==> config.mk <==
export PLATFORM = sky130hd
export DESIGN_NAME = regwin_ctl
export DESIGN_NICKNAME = d
export VERILOG_FILES = /design/src/rtl/rw_pkg.sv /design/src/rtl/rw_run_ctl.sv /design/src/rtl/rw_bcr_bank.sv /design/src/rtl/regwin_ctl.sv
export SDC_FILE = /design/constraint.sdc
export NUM_CORES = 1
export LEC_CHECK = 0
export BUFFER_PORTS_ARGS = -buffer_cell sky130_fd_sc_hd__buf_4
export CORE_ASPECT_RATIO = 1.2
export CORE_UTILIZATION = 55
export DETAILED_ROUTE_END_ITERATION = 8
export GPL_ROUTABILITY_DRIVEN = 0
export PLACE_DENSITY = 0.72
export SETUP_SLACK_MARGIN = 0.02
export SYNTH_ARGS = -nofsm -noshare
export SYNTH_HDL_FRONTEND = slang
export SYNTH_SLANG_ARGS = --single-unit
==> constraint.sdc <==
create_clock -name clk -period 3.72 [get_ports clk]
set_input_delay 0.558 -clock clk [delete_from_list [all_inputs] [get_ports clk]]
set_output_delay 0.558 -clock clk [all_outputs]
set_load 0.1 [all_outputs]
==> src/rtl/rw_pkg.sv <==
package rw_pkg;
   typedef enum logic [1:0] {
      RS_STOP = 2'd0,
      RS_INIT = 2'd1,
      RS_IDLE = 2'd2,
      RS_RUN  = 2'd3
   } run_state_t;

   // byte offsets of the four ports
   localparam logic [7:0] OFF_DATA = 8'h10;
   localparam logic [7:0] OFF_IDX  = 8'h12;
   localparam logic [7:0] OFF_RST  = 8'h14;
   localparam logic [7:0] OFF_BCFG = 8'h16;

   // control register 0 bit positions
   localparam int B_INIT = 0;
   localparam int B_STRT = 1;
   localparam int B_STOP = 2;
   localparam int B_TDMD = 3;
   localparam int B_IDON = 8;

   // control register indices
   localparam int CR_MAIN  = 0;
   localparam int CR_ADRLO = 1;
   localparam int CR_ADRHI = 2;
   localparam int CR_IDLO  = 88;
   localparam int CR_IDHI  = 89;

   localparam logic [11:0] ID_TAG = 12'h003;
endpackage

==> src/rtl/rw_run_ctl.sv <==
module rw_run_ctl
   import rw_pkg::*;
(
   input  logic clk,
   input  logic rst_n,
   input  logic soft_rst,
   input  logic cmd_wr,
   input  logic cmd_init,
   input  logic cmd_strt,
   input  logic cmd_stop,
   input  logic cmd_tdmd,
   input  logic cmd_idclr,
   input  logic init_ack,
   output run_state_t state,
   output logic idon,
   output logic init_req,
   output logic run,
   output logic tx_demand
);
   logic ack_hit;
   assign ack_hit = (state == RS_INIT) && init_ack;

   always_ff @(posedge clk or negedge rst_n) begin
      if (!rst_n) begin
         state     <= RS_STOP;
         idon      <= 1'b0;
         tx_demand <= 1'b0;
      end else if (soft_rst) begin
         state     <= RS_STOP;
         idon      <= 1'b0;
         tx_demand <= 1'b0;
      end else begin
         tx_demand <= cmd_wr && cmd_tdmd && (state == RS_RUN);
         if (cmd_wr && cmd_stop)
            state <= RS_STOP;
         else if (cmd_wr && cmd_init && state != RS_INIT)
            state <= RS_INIT;
         else if (cmd_wr && cmd_strt && state != RS_INIT)
            state <= RS_RUN;
         else if (ack_hit)
            state <= RS_IDLE;
         idon <= ack_hit || (idon && !(cmd_wr && cmd_idclr));
      end
   end

   assign init_req = (state == RS_INIT);
   assign run      = (state == RS_RUN);
endmodule

==> src/rtl/rw_bcr_bank.sv <==
module rw_bcr_bank #(
   parameter int DW        = 16,
   parameter int IDX_W     = 7,
   parameter int BCR_COUNT = 34
) (
   input  logic             clk,
   input  logic             rst_n,
   input  logic             wr_en,
   input  logic [IDX_W-1:0] idx,
   input  logic [DW-1:0]    wdata,
   output logic [DW-1:0]    rdata
);
   logic [DW-1:0] regs [BCR_COUNT];

   for (genvar g = 0; g < BCR_COUNT; g++) begin : g_reg
      always_ff @(posedge clk or negedge rst_n) begin
         if (!rst_n)
            regs[g] <= '0;
         else if (wr_en && idx == IDX_W'(g))
            regs[g] <= wdata;
      end
   end

   always_comb begin
      rdata = '0;
      for (int i = 0; i < BCR_COUNT; i++)
         if (idx == IDX_W'(i)) rdata = regs[i];
   end
endmodule

==> src/rtl/regwin_ctl.sv <==
module regwin_ctl
   import rw_pkg::*;
#(
   parameter int          DW        = 16,
   parameter int          AW        = 5,
   parameter int          IDX_W     = 7,
   parameter int          BCR_COUNT = 34,
   parameter logic [15:0] PART_CODE = 16'h2625
) (
   input  logic            clk,
   input  logic            rst_n,
   input  logic            sel,
   input  logic            wr,
   input  logic            rd,
   input  logic [AW-1:0]   addr,
   input  logic [DW-1:0]   wdata,
   output logic [DW-1:0]   rdata,
   input  logic            init_ack,
   output logic            init_req,
   output logic [2*DW-1:0] init_addr,
   output logic            run,
   output logic            tx_demand
);
   localparam logic [AW-1:0] A_DATA = AW'(OFF_DATA);
   localparam logic [AW-1:0] A_IDX  = AW'(OFF_IDX);
   localparam logic [AW-1:0] A_RST  = AW'(OFF_RST);
   localparam logic [AW-1:0] A_BCFG = AW'(OFF_BCFG);
   localparam logic [31:0]   ID_WORD = {4'h0, PART_CODE, ID_TAG};

   if (DW != 16) begin : g_bad_dw
      $error("regwin_ctl: DW must be 16");
   end
   if (AW < 5) begin : g_bad_aw
      $error("regwin_ctl: AW too small for port offsets");
   end
   if (IDX_W < 7) begin : g_bad_idx
      $error("regwin_ctl: IDX_W must reach index 89");
   end
   if (BCR_COUNT < 1 || BCR_COUNT > (1 << IDX_W)) begin : g_bad_bcr
      $error("regwin_ctl: BCR_COUNT out of range");
   end

   logic [IDX_W-1:0] idx_q;
   logic [DW-1:0]    adr_lo, adr_hi, bcr_rdata, csr_rdata;
   logic             wr_data, wr_idx, wr_bcfg, soft_rst, wr_main, idon;
   run_state_t       state;

   assign wr_data  = sel && wr && addr == A_DATA;
   assign wr_idx   = sel && wr && addr == A_IDX;
   assign wr_bcfg  = sel && wr && addr == A_BCFG;
   assign soft_rst = sel && rd && addr == A_RST;
   assign wr_main  = wr_data && idx_q == IDX_W'(CR_MAIN);

   always_ff @(posedge clk or negedge rst_n) begin
      if (!rst_n) begin
         idx_q  <= '0;
         adr_lo <= '0;
         adr_hi <= '0;
      end else begin
         if (wr_idx) idx_q <= wdata[IDX_W-1:0];
         if (wr_data && idx_q == IDX_W'(CR_ADRLO)) adr_lo <= wdata;
         if (wr_data && idx_q == IDX_W'(CR_ADRHI)) adr_hi <= wdata;
      end
   end

   rw_run_ctl u_run (
      .clk(clk), .rst_n(rst_n), .soft_rst(soft_rst), .cmd_wr(wr_main),
      .cmd_init(wdata[B_INIT]), .cmd_strt(wdata[B_STRT]),
      .cmd_stop(wdata[B_STOP]), .cmd_tdmd(wdata[B_TDMD]),
      .cmd_idclr(wdata[B_IDON]), .init_ack(init_ack), .state(state),
      .idon(idon), .init_req(init_req), .run(run), .tx_demand(tx_demand)
   );

   rw_bcr_bank #(.DW(DW), .IDX_W(IDX_W), .BCR_COUNT(BCR_COUNT)) u_bcr (
      .clk(clk), .rst_n(rst_n), .wr_en(wr_bcfg), .idx(idx_q),
      .wdata(wdata), .rdata(bcr_rdata)
   );

   always_comb begin
      csr_rdata = '0;
      case (idx_q)
         IDX_W'(CR_MAIN): begin
            csr_rdata[B_INIT] = (state == RS_INIT);
            csr_rdata[B_STRT] = (state == RS_RUN);
            csr_rdata[B_STOP] = (state == RS_STOP);
            csr_rdata[B_IDON] = idon;
         end
         IDX_W'(CR_ADRLO): csr_rdata = adr_lo;
         IDX_W'(CR_ADRHI): csr_rdata = adr_hi;
         IDX_W'(CR_IDLO):  csr_rdata = ID_WORD[15:0];
         IDX_W'(CR_IDHI):  csr_rdata = ID_WORD[31:16];
         default:          csr_rdata = '0;
      endcase
   end

   always_comb begin
      rdata = '0;
      if (sel && rd) begin
         if (addr == A_DATA)      rdata = csr_rdata;
         else if (addr == A_IDX)  rdata = DW'(idx_q);
         else if (addr == A_BCFG) rdata = bcr_rdata;
      end
   end

   assign init_addr = {adr_hi, adr_lo};
endmodule

==> metrics.md, run 1 <==
| Metric | Value |
|---|---|
| Core area | `50,300 um^2` |
| Slowest-stage cell, CP | `or4b_4` |
| First drt pass iteration count | `9` |
| Slew @ Worst Pin | `roughly 0.99 ns` |
| Die area | `51,900 um^2` |
| Antenna viol nets, final | `0` |
| Seq cells post-synth | `587` |
| WP data required | `3.16 ns` |
| Top sig layer | `met5` |
| EDFF count, synth | `0` |
| P_leak | `16.2 nW` |
| Maximum VDD drop | `between 300 and 400 uV` |
| Max FO, Critical Path | `7` |
| Clk_lat worst skew | `0.65 ns` |
| Synthesis warning total | `0` |
| Final WS setup | `-0.403 ns` |
| Die H | `249 um` |
| Unrepaired setup endpoints after global routing | `true` |
| Antenna violations before repair | `6` |
| Inst Count DP | `2,941` |
| Most common cell in the netlist | `dfrtp_1` |
| Detailed-route via count | `22,200` |
| CP cell instances | `buf_8, or4b_4, nor2_4, buf_6, a222oi_1, nand3_1, o2111ai_2, a211oi_2, o31a_1, buf_12` |
| Xor and xnor fraction of the mapped netlist area | `0%` |
| Hold Path Class | `input port to register` |
| Largest net degree at the start of global routing | `107` |
| CTS tree | `yes` |
| Width of the die | `208 um` |
| Synth Area in Compound Gates | `10.8%` |
| Critical path's top delay family | `simple AND/OR/NAND/NOR gates` |
| Yosys cell types | `97` |
| Sequential power share | `43.9%` |
| Fmax achieved | `around 240 MHz` |
| Site row count | `90` |
| Clock Skew | `0.0207 ns` |
| Layout overhead on the synthesized area | `21.8%` |
| Tmin final | `4.12 ns` |
| Vias in the first global route | `22,500` |
| Routed vias/inst | `7.10` |
| Syn_nets | `2,216` |
| Number of top-level pins | `around 80` |
| WL/cell | `~33 um` |
| Critical path class | `register to primary output` |
| Main combinational cell family by area after synthesis | `multiplexers` |
| Largest stage delay, worst path | `0.61 ns` |
| Critical path arrival | `3.57 ns` |
| Combinational power share | `about 16%` |
| Total Power | `14.9 mW` |
| Avg Inst Size Synth | `12.8 um^2` |
| Status | `finished, violations left` |
| Routed met2 length | `46.6 mm` |
| Detailed-route DRC error count | `0` |
| Num CTS Buffers | `58` |
| Failing checks | `negative setup slack` |
| Post-Syn Area | `28,000 um^2` |
| Final Hold Fails | `0` |
| Area leader, netlist | `dfrtp_1` |
| Clock Power Share | `40.0%` |
| Layout cell share with drive strength beyond 1 | `about half` |
| Final cell count without fillers | `about 3,100` |
| Input/output buffers | `77` |
| GRT Overall Usage | `around two fifths` |
| WL final | `104 mm` |
| Post-Synth Simple-Gate Area | `under 10%` |
| Worst path bufs/invs | `3` |
| Fillers | `3,444` |
| Switching share of power | `28.2%` |
| CTS root buf | `clkbuf_16` |
| Sequential element share of the synthesized area | `52.4%` |
| Mux cell area share after synthesis | `25.6%` |
| Global-route wire length before repair | `approximately 150 mm` |
| Power Internal | `10.7 mW` |
| Sw power | `around 4.2 mW` |
| Global route total overflow | `0` |
| Count of final setup violators | `16` |
| Metal1 wirelength | `36.7 mm` |
| Post-synth top flop | `dfrtp_1` |
| Type of origin of the critical path | `register` |
| Most frequent cells after synthesis | `dfrtp_1 (587), mux2_2 (525), nand2_1 (111)` |
| Adder-cell share of the synthesized area | `0%` |
| Yosys top cell area share | `52.4%` |
| HPWL after DPL | `68.0 mm` |
| Synth async-reset ratio | `between 90% and 100%` |
| Max Cap Viol | `0` |
| Number of DRC markers in iteration 0 | `2,983` |
| Routed wl met3 | `around 11 mm` |
| Post-Syn Instances | `2,189` |
| Final net count | `2,465` |
| PD cells | `around 440 nW/um^2` |
| CP Capture Type | `primary output` |
| Ranking of synthesized cells by area | `dfrtp_1 (52%), mux2_2 (21%), mux2_1 (2.6%)` |
| Htree depth | `2` |
| Worst-case clock buffer depth | `3` |
| Initial core utilization | `a little under three fifths` |
| Ratio of final minimum period to clock period | `111%` |
| Max-Slew Margin vs Limit | `33.3%` |
| Fin. max-slew vios | `0` |
| Clock-pin slew on the worst setup and hold paths | `~0.070 ns` |
| CTS Sinks | `587` |
| Reg-to-reg slack, setup | `roughly 0.63 ns` |
-- registers in the layout (all words and copies together), names as in the netlist --
name,flops
u_run.idon,1
u_run.tx_demand,1
u_run.state,2
u_bcr.regs,544
idx_q,7
adr_hi,16
adr_lo,16
-- cell type report --
| class | count | area, um^2 | share of cell area, % |
|---|---|---|---|
| clock buffers | 89 | 1760 | 5.15 |
| diodes | 4 | 10.0 | 0.0293 |
| well taps | 644 | 806 | 2.36 |
| flip-flops and latches | 587 | 14700 | 43.0 |
| multi-input cells | 1408 | 13200 | 38.6 |
| inverters | 7 | 31.3 | 0.0915 |
| clock inverters | 16 | 143 | 0.417 |
| repair buffers | 376 | 3530 | 10.3 |
-- worst paths after layout --
kind	cells past startpoint	from	end
setup / recovery	10	idx_q[0]	rdata[7]
hold / removal	3	init_ack	u_run.state[0]
setup reg to reg	7	idx_q[1]	adr_lo[10]
hold reg to reg	1	u_bcr.regs[72]	u_bcr.regs[72]
max in group asynchronous	3	rst_n	adr_lo[4]
min in group asynchronous	2	rst_n	u_bcr.regs[72]
-- cells by family (layout without fill, tap and decap cells) --
kind of cell | Yosys count | after routing
other | 0 | 4
AO/OA/AOI/OAI | 421 | 421
flip-flops | 587 | 587
buffers and inverters | 194 | 488
multiplexers | 625 | 625
AND/OR/NAND/NOR | 362 | 362
-- cell usage in the layout (no fill, tap or decap), types with 21 or more instances in the layout --
cell	count
nor2_1	50
buf_4	287
clkbuf_16	61
buf_6	40
o21ai_0	62
nor2_4	26
a22oi_1	38
nand2_1	104
buf_12	29
dfrtp_1	580
mux2_1	65
mux2_2	525
a221oi_1	24
o22ai_1	21
a21oi_1	49
-- worst min-delay path, stage by stage --
cell,delay (ns)
buf_4,0.08
and2_1,0.19
nor3_1,0.08
-- repair_timing --
item | in CTS | in global routing
endpoints found under the hold margin | 71 | 0
cloned | 2 | 2
setup buffers | 55 | 24
hold buffers | 1 | 0
pin swaps | 73 | 42
endpoints found under the setup margin | 16 | 16
gates resized for setup | 212 | 72
-- layer usage --
metal / GRT usage, % / vias to the layer above
li1: - / 8667
met1: 47.9 / 11300
met2: 60.0 / 1662
met3: 12.0 / 606
met4: 31.8 / 4
met5: 0 / -
-- stage by stage --
stage | instance area, um^2 | util (%) | hold WS [ns] | TNS [ns] | worst slack, ns
floorplan | 28100 | - | 0.262 | 0 | 0.122
global placement | 30300 | 60.3 | 0.462 | -0.0277 | -0.0277
detailed placement | 30300 | 60.3 | 0.471 | 0 | 0.0232
CTS | 33600 | 66.8 | 0.282 | -2.93 | -0.271
global route | 34200 | 67.9 | 0.311 | -5.09 | -0.391
finish | 34200 | 67.9 | 0.308 | -4.96 | -0.403
-- power groups by stage --
stage | clock (mW) | sequential (mW) | combinational [mW]
3_3_place_gp | 0 | 6.66 | 1.80
5_1_grt | 6.21 | 6.54 | 2.42
6_report | 5.94 | 6.54 | 2.39
3_5_place_dp | 0 | 6.67 | 1.82
2_1_floorplan | 0 | 6.66 | 0.903
4_1_cts | 5.95 | 6.53 | 2.15
No activity file was read; power rests on OpenSTA's default activity.
==> run 2, diff against run 1 <==
- CORE_MARGIN: unset -> 1.5
==> run 2 against run 1 <==
The flow finishes with violations (negative hold slack, negative setup slack). Clock power rose by 4.7%. Critical path depth did not move. Design area rose by 2.1%. Final cell count up 0.93%. Die area is 0.88% higher. First-iteration DRC count increased by 3.9%. Global-route usage rose by 0.29 points. Count of clock-buffer cells in the layout unchanged. Via count is 2.3% higher. Non-clock buffer count is 27 higher. Worst hold slack got worse by 0.33 ns. Largest power group unchanged. Highest routed layer unchanged.
==> metrics.md, run 2 (synthesis gave the netlist of run 1 again) <==
| Metric | Value |
|---|---|
| Hold Path Class | `input port to asynchronous set/reset pin (was input port to register)` |
| Clock-pin slew on the worst setup and hold paths | `0.07 ns (about the same)` |
| Critical path arrival | `3.60 ns (was 3.57 ns)` |
| CP cell instances | `buf_12, buf_12, mux2i_1, nor3_4, a221oi_4, a21oi_2, o31a_1, nor4_4, a2111oi_4, buf_6 (was buf_8, or4b_4, nor2_4, buf_6, a222oi_1, nand3_1, o2111ai_2, a211oi_2, o31a_1, buf_12)` |
| Slowest-stage cell, CP | `mux2i_1 (was or4b_4)` |
| Ratio of final minimum period to clock period | `112% (was 111%)` |
| Final Hold Slack | `-0.0238 ns (was 0.308 ns)` |
| Final WS setup | `-0.439 ns (was -0.403 ns)` |
| Grt met3 use | `11.9% (was 12.0%)` |
| Reg-to-reg slack, setup | `0.71 ns (was 0.63 ns)` |
| Reg2reg path depth | `9 (was 7)` |
| Worst-case clock buffer depth | `3 (unchanged)` |
| Maximum VDD drop | `341 uV (was 380 uV)` |
| Most flops, register | `u_bcr.regs (unchanged)` |
| Input/output buffers | `77 (unchanged)` |
| CTS root buf | `clkbuf_16 (unchanged)` |
| Width of the die | `209 um (was 208 um)` |
| Most common cell after layout, fill and taps aside | `dfrtp_1 (unchanged)` |
| Clock Skew | `0.0291 ns (was 0.0207 ns)` |
| Critical Path Start | `idx_q[0] (unchanged)` |
| Antenna viol nets, final | `0 (unchanged)` |
| Core area | `50,300 um^2 (unchanged)` |
| CTS Hold Bufs | `0 (was 1)` |
| Num CTS Buffers | `58 (unchanged)` |
| Busiest layer in global routing | `met2 (unchanged)` |
| Number of top-level pins | `78 (unchanged)` |
| HPWL after DPL | `68.3 mm (was 68.0 mm)` |
| Commonest non-fill, non-tap cells in the layout | `dfrtp_1 (580), mux2_2 (524), buf_4 (296) (was dfrtp_1 (580), mux2_2 (525), buf_4 (287))` |
| Fillers | `3,292 (was 3,444)` |
| Clk_lat worst skew | `0.66 ns (was 0.65 ns)` |
| Die area | `52,400 um^2 (was 51,900 um^2)` |
| First drt pass iteration count | `9 (unchanged)` |
| Antenna violations before repair | `8 (was 6)` |
| Die H | `250 um (was 249 um)` |
| CTS tree | `yes (unchanged)` |
| Fmax achieved | `240 MHz (was 243 MHz)` |
| Slew @ Worst Pin | `0.895 ns (was 0.987 ns)` |
| Number of DRC markers in iteration 0 | `3,099 (was 2,983)` |
| Met1 Resource Use GR | `49.2% (was 47.9%)` |
| Global route total overflow | `0 (unchanged)` |
| WL/cell | `33.8 um (was 33.3 um)` |
| Critical R2R Capture | `u_bcr.regs[302] (was adr_lo[10])` |
| Crit path top cell by count | `buf_12` |
| Final net count | `2,492 (was 2,465)` |
| Site row count | `90 (unchanged)` |
| Type of origin of the critical path | `register (unchanged)` |
| Unrepaired setup endpoints after global routing | `true (unchanged)` |
| Largest stage delay, worst path | `0.59 ns (was 0.61 ns)` |
| PD cells | `440 nW/um^2 (was 435 nW/um^2)` |
| Global-route wire length before repair | `154 mm (was 151 mm)` |
| Initial core utilization | `55.7% (unchanged)` |
| Max Cap Viol | `0 (unchanged)` |
| Vias in the first global route | `22,700 (was 22,500)` |
| WP data required | `3.16 ns (about the same)` |
| End of the critical path | `rdata[1] (was rdata[7])` |
| Critical R2R Launch | `idx_q[6] (was idx_q[1])` |
| Met2 Use GR | `60.8% (was 60.0%)` |
| Htree depth | `2 (unchanged)` |
| Largest registers | `u_bcr.regs x544, adr_hi x16, adr_lo x16 (unchanged)` |
| Max FO, Critical Path | `6 (was 7)` |
| Failing checks | `negative hold slack, negative setup slack (was negative setup slack)` |
| CP Capture Type | `primary output (unchanged)` |
| Tmin final | `4.16 ns (was 4.12 ns)` |
| Detailed-route via count | `22,700 (was 22,200)` |
| Final TNS setup | `-5.03 ns (was -4.96 ns)` |
| CTS Sinks | `587 (unchanged)` |
| Routed vias/inst | `7.19 (was 7.10)` |
| Largest register FFs | `544 (unchanged)` |
| Detailed-route DRC error count | `0 (unchanged)` |
| Fin. max-slew vios | `0 (unchanged)` |
| GRT Overall Usage | `40.2% (was 39.9%)` |
| Status | `finished, violations left (unchanged)` |
| Layout overhead on the synthesized area | `24.4% (was 21.8%)` |
| Count of final setup violators | `16 (unchanged)` |
| Final Hold Fails | `16 (was 0)` |
| Layout cell share with drive strength beyond 1 | `50.4% (was 49.1%)` |
| WL final | `107 mm (was 104 mm)` |
| Inst Count DP | `2,937 (was 2,941)` |
| Final cell count without fillers | `3,160 (was 3,131)` |
| Critical path class | `register to primary output (unchanged)` |
| Largest net degree at the start of global routing | `94 (was 107)` |
| Max-Slew Margin vs Limit | `39.5% (was 33.3%)` |
| P_leak | `16.5 nW (was 16.2 nW)` |
-- run 2: area by class of cell --
class	instances	area (um^2)	area share, %
diodes	6	15.0	0.0430
clock buffers	89	1750	5.02
clock inverters	16	240	0.689
inverters	7	26.3	0.0753
multi-input cells	1408	13500	38.7
flip-flops and latches	587	14700	42.1
well taps	644	806	2.31
repair buffers	403	3850	11.0
-- run 2: worst min-delay path by stage --
stage                    start              end  slack, ns  cells past startpoint
4_1_cts                  rst_n   u_bcr.regs[15]       0.02                      1
2_1_floorplan            rst_n        adr_hi[0]       0.26                      0
5_1_grt                  rst_n  u_bcr.regs[187]       0.02                      1
3_5_place_dp   u_bcr.regs[199]  u_bcr.regs[199]       0.47                      1
3_3_place_gp   u_bcr.regs[422]  u_bcr.regs[422]       0.46                      1
6_report                 rst_n  u_bcr.regs[203]      -0.02                      1
-- run 2: report_power, final --
| group | switching [mW] | internal [mW] | leakage, nW | total (mW) |
|---|---|---|---|---|
| clock | 2.58 | 3.64 | 0.966 | 6.22 |
| sequential | 0.0823 | 6.46 | 8.15 | 6.54 |
| combinational | 1.61 | 0.970 | 7.42 | 2.58 |
-- run 2: critical path: cells and delay by family, from the launching register on --
family	cells	cell delay, ns
simple gates	2	0.54
buf+inv	3	0.49
mux	1	0.59
compound gates	4	0.76
flops	1	0.54
-- run 2: repair_timing --
action,4_1_cts,5_1_grt
buffers inserted,76,35
pin swaps,89,67
resized for setup,253,87
setup endpoints to repair,16,16
gates cloned,5,1
-- run 2: metrics by stage --
step / worst slack (ns) / instance area (um^2) / util (%) / total power [mW]
floorplan: 0.122 / 28100 / - / 7.56
global placement: -0.191 / 30400 / 60.4 / 8.49
detailed placement: -0.169 / 30400 / 60.4 / 8.52
CTS: -0.207 / 34200 / 68.0 / 15.0
global route: -0.477 / 34900 / 69.3 / 15.6
finish: -0.439 / 34900 / 69.3 / 15.3
-- run 2: per-layer routing --
metal / share of wire (%) / vias to the layer above / wire [um]
met5: 0.040 / - / 43
met4: 10 / 6 / 10700
met3: 12 / 681 / 12600
met2: 43 / 1809 / 46500
met1: 35 / 11500 / 37200
li1: - / 8730 / -
